File: src/rtl/rtc_cc_pkg.sv
package rtc_cc_pkg;

  localparam int CTRL_W = 7;

  typedef enum logic [1:0] {
    CC_OFF     = 2'd0,
    CC_CAPTURE = 2'd1,
    CC_COMPARE = 2'd2,
    CC_RSVD    = 2'd3
  } cc_mode_e;

  typedef enum logic [1:0] {
    ACT_PULSE  = 2'd0,
    ACT_TOGGLE = 2'd1,
    ACT_CLEAR  = 2'd2,
    ACT_SET    = 2'd3
  } cc_act_e;

  typedef enum logic [1:0] {
    EDGE_RISE = 2'd0,
    EDGE_FALL = 2'd1,
    EDGE_BOTH = 2'd2,
    EDGE_NONE = 2'd3
  } cc_edge_e;

  typedef struct packed {
    cc_edge_e edge_sel;
    logic     use_comb;
    cc_act_e  action;
    cc_mode_e mode;
  } cc_ctrl_t;

endpackage

File: src/rtl/rtc_cc_regs.sv
module rtc_cc_regs
  import rtc_cc_pkg::*;
#(
  parameter int CNT_W = 32
) (
  input  logic             clk,
  input  logic             rst,
  input  logic             ctrl_we_i,
  input  logic [CTRL_W-1:0] ctrl_wdata_i,
  input  logic             cmp_we_i,
  input  logic [CNT_W-1:0] cmp_wdata_i,
  output cc_ctrl_t         ctrl_o,
  output logic [CNT_W-1:0] cmp_o
);

  always_ff @(posedge clk) begin
    if (rst) begin
      ctrl_o <= '0;
      cmp_o  <= '0;
    end else begin
      if (ctrl_we_i) ctrl_o <= cc_ctrl_t'(ctrl_wdata_i);
      if (cmp_we_i)  cmp_o  <= cmp_wdata_i;
    end
  end

  AST_CMP_HOLDS: assert property (@(posedge clk) disable iff (rst)
    !cmp_we_i |=> $stable(cmp_o));

endmodule

File: src/rtl/rtc_cc_sync.sv
module rtc_cc_sync #(
  parameter int STAGES = 2
) (
  input  logic clk,
  input  logic rst,
  input  logic pin_i,
  output logic rise_o,
  output logic fall_o
);

  localparam int LAST = STAGES;

  logic [LAST:0] chain_q;

  always_ff @(posedge clk) begin
    if (rst) chain_q <= '0;
    else     chain_q <= {chain_q[LAST-1:0], pin_i};
  end

  assign rise_o =  chain_q[LAST-1] & ~chain_q[LAST];
  assign fall_o = ~chain_q[LAST-1] &  chain_q[LAST];

  AST_EDGE_EXCLUSIVE: assert property (@(posedge clk) disable iff (rst)
    !(rise_o && fall_o));

endmodule

File: src/rtl/rtc_cc_compare.sv
module rtc_cc_compare
  import rtc_cc_pkg::*;
#(
  parameter int CNT_W = 32
) (
  input  logic             clk,
  input  logic             rst,
  input  cc_mode_e         mode_i,
  input  cc_act_e          action_i,
  input  logic             tick_i,
  input  logic [CNT_W-1:0] cmp_i,
  input  logic [CNT_W-1:0] cnt_i,
  output logic             hit_o,
  output logic             match_o
);

  assign hit_o = (mode_i == CC_COMPARE) && tick_i && (cmp_i == cnt_i);

  always_ff @(posedge clk) begin
    if (rst) begin
      match_o <= 1'b0;
    end else if (mode_i == CC_COMPARE) begin
      unique case (action_i)
        ACT_PULSE:  match_o <= hit_o;
        ACT_TOGGLE: if (hit_o) match_o <= ~match_o;
        ACT_CLEAR:  if (hit_o) match_o <= 1'b0;
        ACT_SET:    if (hit_o) match_o <= 1'b1;
      endcase
    end
  end

  AST_NO_HIT_WITHOUT_TICK: assert property (@(posedge clk) disable iff (rst)
    !tick_i |-> !hit_o);
  AST_OFF_HOLDS_LEVEL: assert property (@(posedge clk) disable iff (rst)
    (mode_i != CC_COMPARE) |=> $stable(match_o));
  AST_SET_DRIVES_HIGH: assert property (@(posedge clk) disable iff (rst)
    (hit_o && action_i == ACT_SET) |=> match_o);
  AST_CLEAR_DRIVES_LOW: assert property (@(posedge clk) disable iff (rst)
    (hit_o && action_i == ACT_CLEAR) |=> !match_o);

endmodule

File: src/rtl/rtc_cc_capture.sv
module rtc_cc_capture
  import rtc_cc_pkg::*;
#(
  parameter int CNT_W = 32
) (
  input  logic             clk,
  input  logic             rst,
  input  cc_mode_e         mode_i,
  input  cc_edge_e         edge_sel_i,
  input  logic             rise_i,
  input  logic             fall_i,
  input  logic [CNT_W-1:0] cnt_i,
  output logic             cap_evt_o,
  output logic [CNT_W-1:0] cap_o
);

  logic edge_ok;

  always_comb begin
    unique case (edge_sel_i)
      EDGE_RISE: edge_ok = rise_i;
      EDGE_FALL: edge_ok = fall_i;
      EDGE_BOTH: edge_ok = rise_i | fall_i;
      EDGE_NONE: edge_ok = 1'b0;
    endcase
  end

  assign cap_evt_o = (mode_i == CC_CAPTURE) && edge_ok;

  always_ff @(posedge clk) begin
    if (rst)            cap_o <= '0;
    else if (cap_evt_o) cap_o <= cnt_i;
  end

  AST_CAP_ONLY_ON_EDGE: assert property (@(posedge clk) disable iff (rst)
    !cap_evt_o |=> $stable(cap_o));
  AST_CAP_NONE_IDLE: assert property (@(posedge clk) disable iff (rst)
    (edge_sel_i == EDGE_NONE) |-> !cap_evt_o);

endmodule

File: src/rtl/rtc_cc_channel.sv
module rtc_cc_channel
  import rtc_cc_pkg::*;
#(
  parameter int CNT_W       = 32,
  parameter int SYNC_STAGES = 2,
  parameter int FLAG_W      = 4,
  parameter int FLAG_BASE   = 2,
  parameter int CH_IDX      = 1
) (
  input  logic              clk,
  input  logic              rst,
  input  logic              tick_i,
  input  logic [CNT_W-1:0]  main_cnt_i,
  input  logic [CNT_W-1:0]  comb_cnt_i,
  input  logic              cap_pin_i,
  input  logic              ctrl_we_i,
  input  logic [6:0]        ctrl_wdata_i,
  input  logic              cmp_we_i,
  input  logic [CNT_W-1:0]  cmp_wdata_i,
  output logic [6:0]        ctrl_o,
  output logic [CNT_W-1:0]  cmp_val_o,
  output logic [CNT_W-1:0]  cap_val_o,
  output logic              match_o,
  output logic [FLAG_W-1:0] irq_set_o
);

  localparam logic [FLAG_W-1:0] FLAG_MASK = FLAG_W'(1) << (FLAG_BASE + CH_IDX);

  cc_ctrl_t         ctrl_q;
  logic [CNT_W-1:0] sel_cnt;
  logic             rise, fall, hit, cap_evt;
  logic             evt_q;

  rtc_cc_regs #(.CNT_W(CNT_W)) u_regs (
    .clk(clk), .rst(rst),
    .ctrl_we_i(ctrl_we_i), .ctrl_wdata_i(ctrl_wdata_i),
    .cmp_we_i(cmp_we_i), .cmp_wdata_i(cmp_wdata_i),
    .ctrl_o(ctrl_q), .cmp_o(cmp_val_o)
  );

  rtc_cc_sync #(.STAGES(SYNC_STAGES)) u_sync (
    .clk(clk), .rst(rst), .pin_i(cap_pin_i),
    .rise_o(rise), .fall_o(fall)
  );

  assign sel_cnt = ctrl_q.use_comb ? comb_cnt_i : main_cnt_i;

  rtc_cc_compare #(.CNT_W(CNT_W)) u_cmp (
    .clk(clk), .rst(rst),
    .mode_i(ctrl_q.mode), .action_i(ctrl_q.action),
    .tick_i(tick_i), .cmp_i(cmp_val_o), .cnt_i(sel_cnt),
    .hit_o(hit), .match_o(match_o)
  );

  rtc_cc_capture #(.CNT_W(CNT_W)) u_cap (
    .clk(clk), .rst(rst),
    .mode_i(ctrl_q.mode), .edge_sel_i(ctrl_q.edge_sel),
    .rise_i(rise), .fall_i(fall), .cnt_i(sel_cnt),
    .cap_evt_o(cap_evt), .cap_o(cap_val_o)
  );

  always_ff @(posedge clk) begin
    if (rst) evt_q <= 1'b0;
    else     evt_q <= hit | cap_evt;
  end

  assign irq_set_o = evt_q ? FLAG_MASK : '0;
  assign ctrl_o    = ctrl_q;

  AST_IRQ_ONEHOT: assert property (@(posedge clk) disable iff (rst)
    $onehot0(irq_set_o));
  AST_IRQ_SINGLE_CYCLE: assert property (@(posedge clk) disable iff (rst)
    (hit | cap_evt) |=> (irq_set_o != '0));
  AST_OFF_QUIET: assert property (@(posedge clk) disable iff (rst)
    (ctrl_q.mode == CC_OFF) |=> (irq_set_o == '0));

endmodule

File: config.mk
export PLATFORM = sky130hd
export DESIGN_NAME = rtc_cc_channel
export DESIGN_NICKNAME = d
export VERILOG_FILES = /design/src/rtl/rtc_cc_pkg.sv /design/src/rtl/rtc_cc_regs.sv /design/src/rtl/rtc_cc_sync.sv /design/src/rtl/rtc_cc_compare.sv /design/src/rtl/rtc_cc_capture.sv /design/src/rtl/rtc_cc_channel.sv
export SDC_FILE = /design/constraint.sdc
export NUM_CORES = 1
export LEC_CHECK = 0
export BUFFER_PORTS_ARGS = -buffer_cell sky130_fd_sc_hd__buf_2
export CAP_MARGIN = 20
export CORE_UTILIZATION = 48
export DETAILED_ROUTE_END_ITERATION = 8
export HOLD_SLACK_MARGIN = 0.1
export PLACE_DENSITY = 0.95
export SETUP_SLACK_MARGIN = 0.2
export SLEW_MARGIN = 20
export SYNTH_ARGS = -nofsm -noshare
export SYNTH_HDL_FRONTEND = slang
export SYNTH_SLANG_ARGS = --single-unit
File: constraint.sdc
create_clock -name clk -period 6.89 [get_ports clk]
set_input_delay 0.689 -clock clk [delete_from_list [all_inputs] [get_ports clk]]
set_output_delay 0.689 -clock clk [all_outputs]
set_load 0.05 [all_outputs]
After elaboration in Yosys (flattened, before gate mapping)
Cells that the tools add are included.
- bits in registers: 76
- bits in latches: 0
- memory bits (writable): 0
- memory bits (read-only): 0
- input bits: 109
- memories kept: 0
- $add $sub $neg: 0
- multiply operators: 0
- divide/modulo/power cells: 0
- $lt $le $gt $ge: 0
- equal/unequal tests: 12
- shift operators: 0
- mux-type cells: 7
- bitwise operators: 7
- reduce and logical (&&, ||, !) cells: 6
- operators by type and width (kind ; count):
    32-bit equality test ; 1
    32-bit two-way mux ; 1
    2-bit equality test, second input constant ; 5
    1-bit case mux with 4 select lines ; 2
    2-bit by 1-bit equality test with 1-bit output, second input constant ; 3
    2-bit != test, second input constant ; 3
    2-bit logical NOT ; 2
    4-bit two-way mux ; 1
    4-bit AND reduction ; 1
    1-bit logical AND ; 3
    1-bit two-way mux ; 3
    1-bit NOT ; 3
    1-bit AND ; 2
    1-bit OR ; 2

Logic depth before layout (Yosys ltp)
Gate-level depths: netlist of the first run.
- word-level depth: 6
- gate-level depth with buffers: 10
- depth with buffers taken out: 8

By module
From an unflattened synthesis of the first run, not the netlist that was laid out.
- cell total of the unflattened synthesis: 372
- area total of the unflattened synthesis: 4020.1 um2
- modules (own cells, without submodules) (module ; instances ; cells each ; area an instance (um2) ; sequential area each (um2)):
    rtc_cc_capture ; 1 ; 142 ; 1476.4 ; 640.6
    rtc_cc_regs ; 1 ; 126 ; 1413.9 ; 780.7
    rtc_cc_channel ; 1 ; 43 ; 608.1 ; 20.0
    rtc_cc_compare ; 1 ; 53 ; 430.4 ; 20.0
    rtc_cc_sync ; 1 ; 8 ; 91.3 ; 60.1

Least setup slack after synthesis of the first run
Ideal clock, no wire load.
- path kind: reg-to-reg
- start: register u_regs.ctrl_o[4] (netlist name)
- end: register u_cmp.match_o
- arrival time: 2.598 ns
- path slack: 4.189 ns
- stages on the path, launching flop included: 10
- path buffers: 3
- cell sequence: dfxtp_1 buf_6 buf_2 buf_2 mux2i_1 xor2_1 nand3_1 nor3_2 o21ai_0 a2111oi_2
- longest elaborated chain between the ends: 5
- elaborated cells between the ends (all ways): 8
- those cells by class: eq/ne: 4; mux: 2; reduce/logical: 2
- ends and longest elaborated chain (item ; RTL line ; text):
    32-bit two-way mux (*) ; rtc_cc_channel.sv:46 ; assign sel_cnt = ctrl_q.use_comb ? comb_cnt_i : main_cnt_i;
    32-bit equality test (*) ; rtc_cc_compare.sv:17 ; assign hit_o = (mode_i == CC_COMPARE) && tick_i && (cmp_i == cnt_i);
    1-bit logical AND (*) ; rtc_cc_compare.sv:17 ;
    2-bit != test (no source line) ; - ;
    4-bit AND reduction (no source line) ; - ;
    end signal, assigned ; rtc_cc_compare.sv:24 ; ACT_PULSE: match_o <= hit_o;
    end signal, assigned ; rtc_cc_compare.sv:25 ; ACT_TOGGLE: if (hit_o) match_o <= ~match_o;
    end, declared ; rtc_cc_compare.sv:14 ; output logic match_o
Every way passes the cells marked *; elsewhere a longest branch is shown, timed or not.
A chain may end at the register's enable or synchronous reset.

Final worst setup path of the first run
- start: register u_regs.ctrl_o[4] (netlist name)
- end: register u_cmp.match_o
- longest elaborated chain between the ends: 5
- elaborated cells between the ends (all ways): 8
- those cells by class: eq/ne: 4; mux: 2; reduce/logical: 2
- ends and longest elaborated chain (item ; RTL line):
    32-bit two-way mux (*) ; rtc_cc_channel.sv:46
    32-bit equality test (*) ; rtc_cc_compare.sv:17
    1-bit logical AND (*) ; rtc_cc_compare.sv:17
    2-bit != test (no source line) ; -
    4-bit AND reduction (no source line) ; -
Marked as above.

==> results.json, run 1 <==
{
  "fin_cells": 629,
  "synth_top_area_share": 0.440,
  "slew_headroom": 0.312,
  "status": "completed",
  "syn_area_um2": 3450,
  "dp.cells": 613,
  "cts_tree": "done",
  "firstDrtPassIters": 4,
  "skew_ps": 10.6,
  "drtIter0Drc": 166,
  "grt_pass1_wl_mm": 14.9,
  "yosysMostFrequentCell": "nor2_1",
  "hold_depth": 1,
  "initial_utilization": 0.503,
  "hp-class": "register to register",
  "synth_area_leaders": "dfxtp_1, mux2i_1, nor2_1",
  "yosysSeqAreaShare": 0.440,
  "leakagePower_nw": 2.21,
  "finalCritPeriodShare": 0.468,
  "hold_buffers": 0,
  "synth_cell_types": 31,
  "r2r-start": "u_regs.ctrl_o[4]",
  "clockBufferDepth": 2,
  "ys_ff_latch": 76,
  "drc": 0,
  "die_area_um2": 7540,
  "required_ps": 7120,
  "core-area_um2": 6870,
  "crit_type": "register to register",
  "rsz0062_at_grt": "false",
  "area_growth_syn_to_layout_pct": 34.8,
  "post_cts_resized": 0,
  "numCtsBuffers": 9,
  "cp_data_arrival_time_ps": 3450,
  "insertion_delay_ps": 340,
  "regToRegSetupSlack_ps": 3660,
  "maxCapViolations": 0,
  "cts_sinks": 76,
  "vias": 3261,
  "grt_remaining_overflow": 0,
  "clk_pin_slew_ps": 70,
  "globalplace.congestion": 0.860,
  "cp-startpoint": "u_regs.ctrl_o[4]",
  "min_delay_worst_endpoint": "u_sync.chain_q[1]",
  "die_w_um": 86.8,
  "setup_viol": 0,
  "r2r_cells": 8,
  "fp-row-count": 30,
  "num-nets-final": 639,
  "hold_path_startpoint": "u_sync.chain_q[0]",
  "die_h_um": 86.8,
  "avgRoutedWirePerCell_um": 15.3,
  "grt_pass1_vias": 3185,
  "port_buffers": 181,
  "synthFlopType": "dfxtp_1",
  "setup-tns-final_ps": 0,
  "yosysWarnings": 0,
  "post_drt_via_cell_ratio": 5.18,
  "drive_gt1_frac": 0.383,
  "syn_area_per_cell_um2": 9.65,
  "worst-path-max-fanout": 19,
  "cts_max_level": 3,
  "antenna_found_initial": 0,
  "dpl.hpwl_mm": 7.31,
  "powerDensity_nw_per_um2": 243,
  "diodes": 0,
  "syn_inst": 358,
  "r2r_end": "u_cmp.match_o",
  "ir_drop_v": 0.000164,
  "cts_setup_buffers": 0,
  "ant_nets": 0,
  "grt_use_total": 0.259,
  "tightest_slew_ps": 1030,
  "synth_edf_count": 0,
  "netlist_top_cells_count": "nor2_1, dfxtp_1, mux2i_1",
  "grt_max_degree": 77,
  "fin_crit_ps": 3230,
  "cts_root_buffer": "clkbuf_8",
  "fmax_mhz": 310,
  "routed_wl_mm": 9.62,
  "endpoint_kind": "register",
  "io_pins": 185,
  "synth_top_area_cell": "dfxtp_1",
  "synthArstFlopShare": 0,
  "finalMaxSlewViolations": 0,
  "start_kind": "register",
  "hold_viol_final": 0
}
## state kept, by name, indices dropped and copies added (netlist names)
register / count
u_regs.ctrl_o: 7
u_regs.cmp_o: 32
evt_q: 1
u_cap.cap_o: 32
u_sync.chain_q: 3
u_cmp.match_o: 1
## power by group
part	leakage, nW	internal, mW	switching [mW]
combinational	1.46	0.0765	0.139
clock	0.131	0.288	0.155
sequential	0.622	0.457	0.0184
total	2.21	0.821	0.312
## how the worst max path moves through the flow
| stage | to | slack [ps] | cells after the start |
|---|---|---|---|
| final | u_cmp.match_o | 3660 | 8 |
| after global routing | u_cmp.match_o | 3490 | 8 |
| after CTS | u_cmp.match_o | 3680 | 8 |
| after detailed placement | u_cmp.match_o | 3770 | 8 |
| after global placement | u_cmp.match_o | 3900 | 8 |
| after floorplan | u_cmp.match_o | 4190 | 9 |
## worst max-delay path, cell delays in order, from the launching register on
cell and delay (ps):
dfxtp_2 730, buf_4 400, mux2i_1 310, xnor2_1 120
or4_1 470, or4_1 410, nor3_1 230, nand2_1 130
a2111oi_2 300
## cells by family after synthesis
family / count (synthesis) / synth area share
AO/OA/AOI/OAI: 36 / 0.0782
XOR/XNOR: 32 / 0.0811
adder cells (fa/ha/maj): 2 / 0.00724
buffers and inverters: 31 / 0.0413
flip-flops: 76 / 0.440
multiplexers: 73 / 0.213
other: 1 / 0.00109
AND/OR/NAND/NOR: 107 / 0.138
## layout make-up
class	instances	area, µm²
Fill cell	551	2210
Sequential cell	76	1520
Clock buffer	12	145
Clock inverter	4	120
Timing Repair Buffer	185	936
Tap cell	96	120
Inverter	3	11.3
Multi-Input combinational cell	253	1800
## layout by cell type, fill, tap and decap left out, types with 2 or more instances in the layout
cell type | Yosys | routed
ha_1 | 2 | 2
mux2i_1 | 72 | 72
conb_1 | 1 | 3
xnor2_1 | 19 | 19
buf_2 | 3 | 181
inv_1 | 3 | 3
xor2_1 | 13 | 13
nor2_1 | 78 | 78
a21oi_1 | 2 | 2
a211oi_1 | 32 | 32
clkbuf_8 | 0 | 10
buf_4 | 4 | 4
nand2_1 | 6 | 6
nand4_1 | 3 | 3
nor2b_1 | 3 | 3
bufinv_16 | 0 | 4
or4_1 | 2 | 2
dfxtp_1 | 76 | 75
clkbuf_1 | 14 | 2
nor4_1 | 7 | 7
## layer usage
metal	wire [µm]	vias up	global-route usage	share of wire
met3	641	16	0.0648	0.067
met4	184	0	0.114	0.019
li1	-	1589	-	-
met2	4920	162	0.466	0.51
met1	3880	1494	0.289	0.40
met5	0	-	0	0
## metrics by stage
stage | util | total power [mW] | setup slack (ps) | hold slack [ps] | area [µm²]
finish | 0.678 | 1.13 | 3660 | 463 | 4660
global route | 0.678 | 1.18 | 3490 | 483 | 4660
CTS | 0.678 | 1.14 | 3680 | 468 | 4660
detailed placement | 0.640 | 0.700 | 3770 | 449 | 4390
global placement | 0.640 | 0.694 | 3900 | 429 | 4390
floorplan | - | 0.629 | 4190 | 414 | 3460
Power figures use the tool's default switching activity.
==> run 2: changes to the inputs <==
CORE_UTILIZATION = 45   (was 48)
PLACE_DENSITY = 0.92   (was 0.95)
clock period = 3.1 ns   (was 6.89 ns; I/O delays follow)
==> results.json, run 2 (synthesis results as in run 1) <==
{
  "initial_utilization": 0.471,
  "dpl.hpwl_mm": 7.75,
  "r2r_cells": 8,
  "fp-row-count": 31,
  "dp_slack_ps": 385,
  "total_power_mw": 2.26,
  "min_delay_worst_endpoint": "u_sync.chain_q[0]",
  "die_w_um": 89.6,
  "crit_chain": "buf_4, mux2i_1, xnor2_1, nor4_1, nand4_1, and4bb_1, mux2i_1, a2111oi_2",
  "routed_wl_mm": 10.1,
  "top_regs": "u_cap.cap_o x32, u_regs.cmp_o x32, u_regs.ctrl_o x7",
  "worst-path-max-fanout": 14,
  "num-nets-final": 640,
  "layout_common_cells": "buf_2, nor2_1, dfxtp_1",
  "ant_nets": 0,
  "hold_viol_final": 0,
  "hold_depth": 2,
  "clockBufferDepth": 2,
  "clk_pin_slew_ps": 80,
  "setup-tns-final_ps": 0,
  "finalCritPeriodShare": 0.873,
  "worst-path-buf-inv": 1,
  "grt_pass1_wl_mm": 15.1,
  "ir_drop_v": 0.000272,
  "numCtsBuffers": 9,
  "crit_family": "simple AND/OR/NAND/NOR gates",
  "port_buffers": 181,
  "regToRegSetupSlack_ps": 390,
  "firstDrtPassIters": 5,
  "start_kind": "register",
  "hp-class": "primary input to register",
  "hold_ws_ps": 200,
  "cts_max_level": 3,
  "die_area_um2": 8030,
  "avgRoutedWirePerCell_um": 16.0,
  "crit_type": "register to register",
  "cts_root_buffer": "clkbuf_8",
  "finalMaxSlewViolations": 0,
  "fin_crit_ps": 2710,
  "worst_path_most_repeated_cell": "mux2i_1",
  "setup_viol": 0,
  "skew_ps": 11.8,
  "cp_data_arrival_time_ps": 2940,
  "hold_path_startpoint": "cap_pin_i",
  "antenna_found_initial": 0,
  "slew_headroom": 0.334,
  "final_common_cell": "buf_2",
  "setup_slack_ps": 395,
  "grt_pass1_vias": 3138,
  "cts_sinks": 76,
  "post_drt_via_cell_ratio": 5.11,
  "rsz0062_at_grt": "false",
  "grt_use_total": 0.254,
  "area_growth_syn_to_layout_pct": 32.8,
  "io_pins": 185,
  "cp_slowest_cell": "dfxtp_4",
  "diodes": 0,
  "leakagePower_nw": 2.18,
  "fillers": 620,
  "grt_remaining_overflow": 0,
  "fmax_mhz": 370,
  "hold_buffers": 0,
  "vias": 3229,
  "insertion_delay_ps": 340,
  "cts_tree": "done",
  "drtIter0Drc": 133,
  "fin_cells": 632,
  "required_ps": 3340,
  "die_h_um": 89.6,
  "core-area_um2": 7330,
  "drive_gt1_frac": 0.385,
  "globalplace.congestion": 0.834,
  "grt_max_degree": 66,
  "status": "completed",
  "endpoint_kind": "register",
  "tightest_slew_ps": 998,
  "r2r_end": "u_cmp.match_o",
  "dp.cells": 617,
  "cpPeakStageDelay_ps": 500,
  "r2r-start": "u_regs.ctrl_o[4]",
  "powerDensity_nw_per_um2": 492,
  "drc": 0,
  "maxCapViolations": 0
}
-- run 2: worst reg2reg max path: stages (launching register included) --
cell	delay, ps
dfxtp_4	500
buf_4	300
mux2i_1	330
xnor2_1	160
nor4_1	330
nand4_1	170
and4bb_1	350
mux2i_1	110
a2111oi_2	360
-- run 2: worst max path at each step --
stage / to / depth (start not counted) / slack (ps) / startpoint
finish: u_cmp.match_o / 8 / 390 / u_regs.ctrl_o[4]
global route: u_cmp.match_o / 8 / 240 / u_regs.ctrl_o[4]
CTS: u_cmp.match_o / 8 / 370 / u_regs.ctrl_o[4]
detailed placement: u_cmp.match_o / 8 / 390 / u_regs.ctrl_o[4]
global placement: u_cmp.match_o / 7 / 520 / u_regs.ctrl_o[4]
floorplan: u_cmp.match_o / 9 / 400 / u_regs.ctrl_o[4]
-- run 2: repair_timing --
item	4_1_cts	5_1_grt
endpoints found under the setup margin	0	1
gates resized for setup	0	1
setup buffers	0	0
-- run 2: metrics by stage --
stage          utilization  instance area [µm²]
4_1_cts              0.626                 4590
3_5_place_dp         0.601                 4400
3_3_place_gp         0.601                 4400
2_1_floorplan            -                 3460
5_1_grt              0.626                 4590
6_report             0.626                 4590
-- run 2: power by group --
part           leakage [nW]  internal [mW]  switching (mW)
combinational          1.47          0.171           0.305
clock                0.0959          0.365           0.358
sequential            0.622           1.01          0.0419
total                  2.18           1.55           0.705
-- run 2: per-layer routing --
| layer | global-route usage | share of wire | wire length (µm) |
|---|---|---|---|
| met5 | 0 | 0 | 0 |
| met4 | 0.114 | 0.028 | 282 |
| met3 | 0.0640 | 0.070 | 707 |
| met2 | 0.433 | 0.50 | 5050 |
| met1 | 0.300 | 0.40 | 4100 |
-- run 2: final cells by class --
cell class / instances / area, µm² / area share
multi-input cells: 253 / 1800 / 0.393
flip-flops and latches: 76 / 1530 / 0.332
repair buffers: 186 / 943 / 0.206
clock buffers: 10 / 128 / 0.0278
well taps: 99 / 124 / 0.0270
clock inverters: 5 / 53.8 / 0.0117
inverters: 3 / 11.3 / 0.00245
